File: config.mk
export PLATFORM = sky130hd
export DESIGN_NAME = pwm_pair_out
export DESIGN_NICKNAME = d
export VERILOG_FILES = /design/src/rtl/pwm_pair_pkg.sv /design/src/rtl/pwm_dead_band.sv /design/src/rtl/pwm_chan_shaper.sv /design/src/rtl/pwm_pair_out.sv
export SDC_FILE = /design/constraint.sdc
export NUM_CORES = 1
export LEC_CHECK = 0
export ABC_AREA = 1
export BUFFER_PORTS_ARGS = -buffer_cell sky130_fd_sc_hd__buf_2
export CELL_PAD_IN_SITES_DETAIL_PLACEMENT = 1
export CELL_PAD_IN_SITES_GLOBAL_PLACEMENT = 1
export CORE_ASPECT_RATIO = 0.7
export CORE_MARGIN = 4
export CORE_UTILIZATION = 45
export DETAILED_ROUTE_END_ITERATION = 6
export PLACE_DENSITY = 0.9
export SLEW_MARGIN = 15
export SYNTH_ARGS = -nofsm -noshare
export SYNTH_HDL_FRONTEND = slang
export SYNTH_HIERARCHICAL = 1
export SYNTH_SLANG_ARGS = --single-unit
File: constraint.sdc
create_clock -name clk -period 2.35 [get_ports clk]
set_input_delay 0.235 -clock clk [delete_from_list [all_inputs] [get_ports clk]]
set_output_delay 0.235 -clock clk [all_outputs]
set_load 0.005 [all_outputs]
File: src/rtl/pwm_pair_pkg.sv
package pwm_pair_pkg;
   localparam int unsigned PAIR_CH = 2;
   localparam int unsigned BRK_W   = 2;

   typedef enum logic [BRK_W-1:0] {
      BRK_TOGGLE = 2'd0,
      BRK_HOLD   = 2'd1,
      BRK_LOW    = 2'd2,
      BRK_HIGH   = 2'd3
   } brk_act_e;
endpackage

File: src/rtl/pwm_dead_band.sv
module pwm_dead_band #(
   parameter int unsigned DT_W = 12
) (
   input  logic            clk,
   input  logic            rst_n,
   input  logic            comp_mode,
   input  logic [DT_W-1:0] dead_cnt,
   input  logic            wave_in,
   output logic            wave_out
);
   logic [DT_W-1:0] run_q;
   logic            lvl_q;

   // Rising edges wait until the input has been high for dead_cnt cycles;
   // falling edges pass at once.
   always_ff @(posedge clk or negedge rst_n) begin
      if (!rst_n) begin
         run_q <= '0;
         lvl_q <= 1'b0;
      end else if (!comp_mode) begin
         run_q <= '0;
         lvl_q <= wave_in;
      end else if (!wave_in) begin
         run_q <= '0;
         lvl_q <= 1'b0;
      end else if (run_q >= dead_cnt) begin
         lvl_q <= 1'b1;
      end else begin
         run_q <= run_q + 1'b1;
         lvl_q <= 1'b0;
      end
   end

   assign wave_out = lvl_q;
endmodule

File: src/rtl/pwm_chan_shaper.sv
module pwm_chan_shaper
   import pwm_pair_pkg::*;
(
   input  logic     clk,
   input  logic     rst_n,
   input  logic     dt_lvl,
   input  logic     mask_on,
   input  logic     mask_val,
   input  logic     brake_on,
   input  brk_act_e brake_sel,
   input  logic     inv_on,
   input  logic     oen,
   output logic     pin
);
   logic held_q;
   logic masked;
   logic picked;

   always_comb begin
      masked = mask_on ? mask_val : dt_lvl;
      picked = masked;
      if (brake_on) begin
         unique case (brake_sel)
            BRK_TOGGLE: picked = ~held_q;
            BRK_HOLD:   picked = held_q;
            BRK_LOW:    picked = 1'b0;
            BRK_HIGH:   picked = 1'b1;
            default:    picked = held_q;
         endcase
      end
   end

   always_ff @(posedge clk or negedge rst_n) begin
      if (!rst_n) held_q <= 1'b0;
      else        held_q <= picked;
   end

   assign pin = oen & (held_q ^ inv_on);
endmodule

File: src/rtl/pwm_pair_out.sv
module pwm_pair_out
   import pwm_pair_pkg::*;
#(
   parameter int unsigned DT_W = 12,
   parameter int unsigned CH_N = 2
) (
   input  logic                  clk,
   input  logic                  rst_n,
   input  logic                  raw_pwm,
   input  logic                  comp_mode,
   input  logic [DT_W-1:0]       dead_cnt,
   input  logic [CH_N-1:0]       mask_en,
   input  logic [CH_N-1:0]       mask_lvl,
   input  logic                  brake_act,
   input  logic [CH_N*BRK_W-1:0] brake_code,
   input  logic [CH_N-1:0]       inv_mask,
   input  logic [CH_N-1:0]       out_en,
   output logic [CH_N-1:0]       ch_out
);
   localparam int unsigned CODE_W = CH_N * BRK_W;

   if (CH_N != PAIR_CH) begin : g_bad_ch
      $error("pwm_pair_out: CH_N must be 2");
   end
   if (DT_W < 1 || DT_W > 16) begin : g_bad_dt
      $error("pwm_pair_out: DT_W out of range");
   end
   if (CODE_W != 4) begin : g_bad_code
      $error("pwm_pair_out: brake code width mismatch");
   end

   logic [CH_N-1:0] split_w;
   logic [CH_N-1:0] dt_w;

   // Complementary split: CH0 always carries the raw wave.
   assign split_w[0] = raw_pwm;
   assign split_w[1] = comp_mode ? ~raw_pwm : raw_pwm;

   for (genvar c = 0; c < CH_N; c++) begin : g_ch
      pwm_dead_band #(.DT_W(DT_W)) u_db (
         .clk       (clk),
         .rst_n     (rst_n),
         .comp_mode (comp_mode),
         .dead_cnt  (dead_cnt),
         .wave_in   (split_w[c]),
         .wave_out  (dt_w[c])
      );

      pwm_chan_shaper u_sh (
         .clk       (clk),
         .rst_n     (rst_n),
         .dt_lvl    (dt_w[c]),
         .mask_on   (mask_en[c]),
         .mask_val  (mask_lvl[c]),
         .brake_on  (brake_act),
         .brake_sel (brk_act_e'(brake_code[c*BRK_W +: BRK_W])),
         .inv_on    (inv_mask[c]),
         .oen       (out_en[c]),
         .pin       (ch_out[c])
      );
   end
endmodule

==> metrics.txt, run 1 <==
Synth Cell Area 0.00268 mm2; IO Pins 31; final net count 508; Worst slew margin 0.548; final wirelength 7970 um; root buf cell clkbuf_8; Final Wtd Congestion 0.836; Max clock buf depth 2; Initial Util 0.465; Crit Reg-Reg Startpoint g_ch[1].u_db/run_q[7]; Fin. Hold Viols 0; Syn Nets 482; TritonCTS buffer count 3; cell count of the worst hold path 5; global-route usage over all layers 0.225; layout cells sized above 1 0.124; hold_sp mask_lvl[1]; worst hold margin 0.240 ns; outcome complete, no violations; Syn Area/Cell 6.27 um2; final slew viol count 0; Hold Path Sink g_ch[1].u_sh/held_q; die area 0.00727 mm2; min Tclk post-route 1.89 ns; Critical Path Start g_ch[1].u_db/run_q[7]; Site Rows 23; crit path kind reg -> reg; CP Max Fanout 12; Vias/cell 5.48; most frequent cells in the layout nand2_1, inv_1, nand3_1; post-synthesis cell count 427; setup bufs post-CTS 0; placed wire-length estimate 6100 um; vias in the first global route 2951; worst endpoint data arrival time 2.12 ns; most frequent CP cell nand2_1; Clock Skews 0.00123 ns; post-CTS resize count 0; Startpoint Class flip-flop; flops & latches, synth 28; setup TNS 0 ns; r2r endpoint g_ch[1].u_db/run_q[4]; Cell Pwr Density 333 mW/mm2; DRT Pass-1 Iters 4; crit-path max cell delay 0.48 ns; CP required 2.58 ns; CP Cell Sequence ha_1 -> nand2_1 -> nand2_1 -> nand2_1 -> nand3_1 -> nor2_2 -> nand2_4 -> nand2_4 -> nand2_1 -> nand2_1; Routed Antenna Nets 0; clock sinks 28; global-route wire length before repair 13300 um; ANT cells 0; PortBufs 30; CTS H-Tree Depth 1; wire length per cell 15.1 um; unrepaired setup endpoints after global routing no; largest net degree at the start of global routing 29; die height 72.6 um; Worst Hold Class in -> reg; commonest non-fill, non-tap cell in the layout nand2_1; total congestion overflow 0; drt initial violations 175; sequential share of the synthesized area 0.262; CTS tree built; Ys Warns 6; Achievable Freq 528 MHz; r2r worst-path depth 10; antenna violations before repair 0; # fillers 819; Synth-to-Final Area Change 8.83%; Crit. End Element flip-flop; DR DRC count 0; Netlist cell types 20; Worst-Margin Slew 0.678 ns; period utilization 0.805; reg-to-reg slack, setup 0.46 ns; core footprint 0.00576 mm2; maximum vdd drop 171 uV; count of final setup violators 0; Reg clk slew, reported paths 0.10 ns; Max-Cap Viols 0; Slowest-stage cell, CP dfrtp_1; cell leakage power 1.72 nW; later-pin clock latency in the skew report 0.28 ns; DR vias 2890; Die X-Extent 100 um
## state kept, by name (all words and copies together), names as in the netlist
register / flops
g_ch.u_sh/held_q: 2
g_ch.u_db/wave_out: 2
g_ch.u_db/run_q: 24
## Yosys cell counts
| library cell | count | area (um2) |
|---|---|---|
| clkbuf_1 | 2 | 7.51 |
| nor4_1 | 6 | 37.5 |
| nand2_4 | 4 | 45.0 |
| nand2_1 | 135 | 507 |
| a21o_1 | 2 | 15.0 |
| o21ai_0 | 2 | 10.0 |
| nand4_1 | 4 | 25.0 |
| o21bai_1 | 2 | 15.0 |
| buf_2 | 4 | 20.0 |
| nand3b_1 | 2 | 15.0 |
| nand2_2 | 6 | 37.5 |
| o21ai_2 | 2 | 17.5 |
| inv_1 | 76 | 285 |
| nand3_1 | 60 | 300 |
| buf_6 | 4 | 45.0 |
| ha_1 | 26 | 325 |
| dfrtp_1 | 28 | 701 |
| a21oi_1 | 10 | 50.1 |
| nor2_2 | 10 | 62.6 |
| nor2_1 | 42 | 158 |
## stage by stage
step           instance area (um2)  power [mW]  worst slack (ns)   util  std cells
2_1_floorplan                 2680       0.594             0.786      -        427
3_3_place_gp                  2850       0.652             0.565  0.495        522
3_5_place_dp                  2850       0.663             0.516  0.495        522
4_1_cts                       2920       0.974             0.464  0.507        527
5_1_grt                       2920        1.01             0.330  0.507        527
6_report                      2920       0.972             0.457  0.507        527
## timing repair
item | CTS | global route
endpoints found under the hold margin | 6 | 0
hold buffers | 1 | 0
endpoints found under the setup margin | 0 | 0
## critical path: cells and delay by family, from the launching register on
family / cells / cell delay (ns)
AND/OR/NAND/NOR: 9 / 1.01
flip-flops: 1 / 0.48
adder cells (fa/ha/maj): 1 / 0.34
## cell type report
class	instances	area (um2)	area share
clock buffer	4	55.1	0.0189
sequential	28	701	0.240
multi-input combinational	313	1620	0.556
tap	75	93.8	0.0322
inverter	76	285	0.0979
timing repair buffer	31	160	0.0549
## worst max path at each step
stage,to,slack (ns),cells past startpoint
2_1_floorplan,g_ch[0].u_db/run_q[3],0.79,11
3_3_place_gp,g_ch[0].u_db/run_q[8],0.57,10
3_5_place_dp,g_ch[1].u_db/run_q[4],0.52,10
4_1_cts,g_ch[0].u_db/run_q[11],0.46,10
5_1_grt,g_ch[1].u_db/run_q[7],0.33,10
6_report,g_ch[1].u_db/run_q[4],0.46,10
## routing by layer
| metal | wire length [um] | global-route usage | vias to the layer above |
|---|---|---|---|
| met5 | 0 | 0 | - |
| met4 | 121 | 0.0583 | 0 |
| met3 | 490 | 0.0279 | 12 |
| met2 | 3770 | 0.396 | 99 |
| met1 | 3600 | 0.292 | 1402 |
| li1 | - | - | 1377 |
## cells by family after synthesis
| logic type | synth area share |
|---|---|
| flops | 0.262 |
| fa+ha+maj | 0.121 |
| buf+inv | 0.134 |
| compound gates | 0.0402 |
| simple gates | 0.443 |
## power breakdown
group / leakage (nW) / internal, mW / total, mW / switching (mW)
clock network: 0.0288 / 0.150 / 0.317 / 0.167
registers: 0.383 / 0.490 / 0.500 / 0.00945
logic: 1.30 / 0.0538 / 0.155 / 0.101
total: 1.72 / 0.695 / 0.972 / 0.277
Power figures use the tool's default switching activity.
==> run 2, diff against run 1 <==
--- a/config.mk
+++ b/config.mk
@@ -11,9 +11,9 @@
 export CELL_PAD_IN_SITES_GLOBAL_PLACEMENT = 1
 export CORE_ASPECT_RATIO = 0.7
 export CORE_MARGIN = 4
-export CORE_UTILIZATION = 45
+export CORE_UTILIZATION = 41
 export DETAILED_ROUTE_END_ITERATION = 6
-export PLACE_DENSITY = 0.9
+export PLACE_DENSITY = 0.83
 export SLEW_MARGIN = 15
 export SYNTH_ARGS = -nofsm -noshare
 export SYNTH_HDL_FRONTEND = slang
==> constraint.sdc (replaced) <==
create_clock -name clk -period 1.8 [get_ports clk]
set_input_delay 0.18 -clock clk [delete_from_list [all_inputs] [get_ports clk]]
set_output_delay 0.18 -clock clk [all_outputs]
set_load 0.005 [all_outputs]
==> metrics.txt, run 2 (same netlist as run 1, synthesis figures left out) <==
hold_sp mask_lvl[0]; final wirelength 10000 um; area occupied by multi-input gates 0.00177 mm2; unrepaired setup endpoints after global routing yes; vias in the first global route 3119; largest net degree at the start of global routing 29; Max-Cap Viols 0; worst endpoint data arrival time 1.97 ns; Fin. Hold Viols 0; Routed Antenna Nets 0; r2r endpoint g_ch[1].u_db/run_q[0]; Crit. End Element flip-flop; period utilization 1.00; DR vias 3120; # fillers 850; Crit Reg-Reg Startpoint g_ch[1].u_db/run_q[11]; count of final setup violators 1; crit path kind reg -> reg; total congestion overflow 0; setup TNS -0.00361 ns; Final Wtd Congestion 0.827; final setup margin -0.00361 ns; layout cells sized above 1 0.226; Final Cell Area 0.00336 mm2; CTS H-Tree Depth 1; core footprint 0.00628 mm2; later-pin clock latency in the skew report 0.29 ns; Clock Skews 0.00728 ns; final net count 547; wire length per cell 17.6 um; Worst-Margin Slew 0.698 ns; Initial Util 0.427; Reg clk slew, reported paths 0.11 ns; die height 75.6 um; Worst slew margin 0.535; TritonCTS buffer count 3; CTS tree built; cell count of the worst hold path 5; Vias/cell 5.48; placed wire-length estimate 6880 um; Die X-Extent 105 um; global-route usage over all layers 0.230; DR DRC count 0; Synth-to-Final Area Change 25.4%; register area 701 um2; Cell Pwr Density 394 mW/mm2; max FFs per register 24; drt initial violations 210; min Tclk post-route 1.80 ns; reg-to-reg slack, setup -0.004 ns; ANT cells 0; Hold Path Sink g_ch[0].u_sh/held_q; Worst Hold Class in -> reg; maximum vdd drop 247 uV; DRT Pass-1 Iters 5; cell leakage power 1.94 nW; Max clock buf depth 2; Startpoint Class flip-flop; final slew viol count 0; die area 0.00791 mm2; most frequent cells in the layout nand2_1, inv_1, nand3_1; CP Max Fanout 3; post-route non-filler standard cell count 569; PortBufs 30; global-route wire length before repair 14500 um; Power, Total 1.32 mW; Achievable Freq 554 MHz; Area after DPL 0.00306 mm2; antenna violations before repair 0; Site Rows 24; worst hold margin 0.179 ns; IO Pins 31; Top reg by flops g_ch.u_db/run_q; outcome finished, violations left; Placed Cells 553; root buf cell clkbuf_8; clock sinks 28; violated checks negative setup slack; CP required 1.97 ns; r2r worst-path depth 9; commonest non-fill, non-tap cell in the layout nand2_1
## run 2: cell types whose count changed in the layout (fill, tap and decap cells not counted)
cell     delta
nand3_1     -5
nand2_1     -4
ha_4        +5
nor2_4      +4
nor2_1      -2
nor2_2      -2
nand2_8     +1
nand2_2     +3
nand3_2     +5
buf_6       +2
ha_1        -5
buf_4      +36
nand2_4     +1
## run 2: report_power, final
| part | leakage, nW | internal (mW) | switching [mW] |
|---|---|---|---|
| Combinational | 1.53 | 0.0902 | 0.163 |
| Clock | 0.0288 | 0.197 | 0.224 |
| Sequential | 0.383 | 0.640 | 0.00836 |
| Total | 1.94 | 0.927 | 0.395 |
## run 2: critical path, stage by stage, from the launching register on
cell and delay [ns]:
dfrtp_1 0.44, ha_4 0.29, nand2_2 0.08, nor2_4 0.12
nand2_2 0.09, nor2_2 0.15, nor2_4 0.07, buf_4 0.14
a21oi_1 0.20, nor2_1 0.10
## run 2: worst max-delay path by stage
stage / startpoint / cells after the start / to
final: g_ch[1].u_db/run_q[11] / 9 / g_ch[1].u_db/run_q[0]
after global routing: g_ch[1].u_db/run_q[11] / 10 / g_ch[1].u_db/run_q[3]
after CTS: g_ch[1].u_db/run_q[11] / 10 / g_ch[1].u_db/run_q[2]
after detailed placement: g_ch[1].u_db/run_q[11] / 10 / g_ch[1].u_db/run_q[2]
after global placement: g_ch[0].u_db/run_q[11] / 10 / g_ch[0].u_db/run_q[3]
after floorplan: g_ch[0].u_db/run_q[11] / 11 / g_ch[0].u_db/run_q[4]
## run 2: layout make-up
cell class                      instances  share of cell area
Clock buffer                            4              0.0164
Inverter                               76              0.0849
Multi-Input combinational cell        314               0.526
Sequential cell                        28               0.209
Tap cell                               78              0.0291
Timing Repair Buffer                   69               0.135
## run 2: metal layers
layer | global-route usage | vias up | part of all wire
met5 | 0 | - | 0
met4 | 0.0364 | 0 | 0.016
met3 | 0.0381 | 19 | 0.064
met2 | 0.421 | 124 | 0.48
met1 | 0.297 | 1517 | 0.44
li1 | - | 1460 | -
## run 2: what timing repair did
action / in CTS / in global routing
gates resized for setup: 0 / 24
hold endpoints to repair: 28 / 0
pin swaps: 3 / 15
hold buffers: 1 / 0
endpoints found under the setup margin: 23 / 25
cloned: 0 / 1
setup buffers: 5 / 5
## run 2: through the flow
step / util / worst slack [ns]
floorplan: - / 0.236
global placement: 0.488 / 0.106
detailed placement: 0.488 / -0.0328
CTS: 0.505 / 0.0131
global route: 0.535 / -0.0681
finish: 0.535 / -0.00361
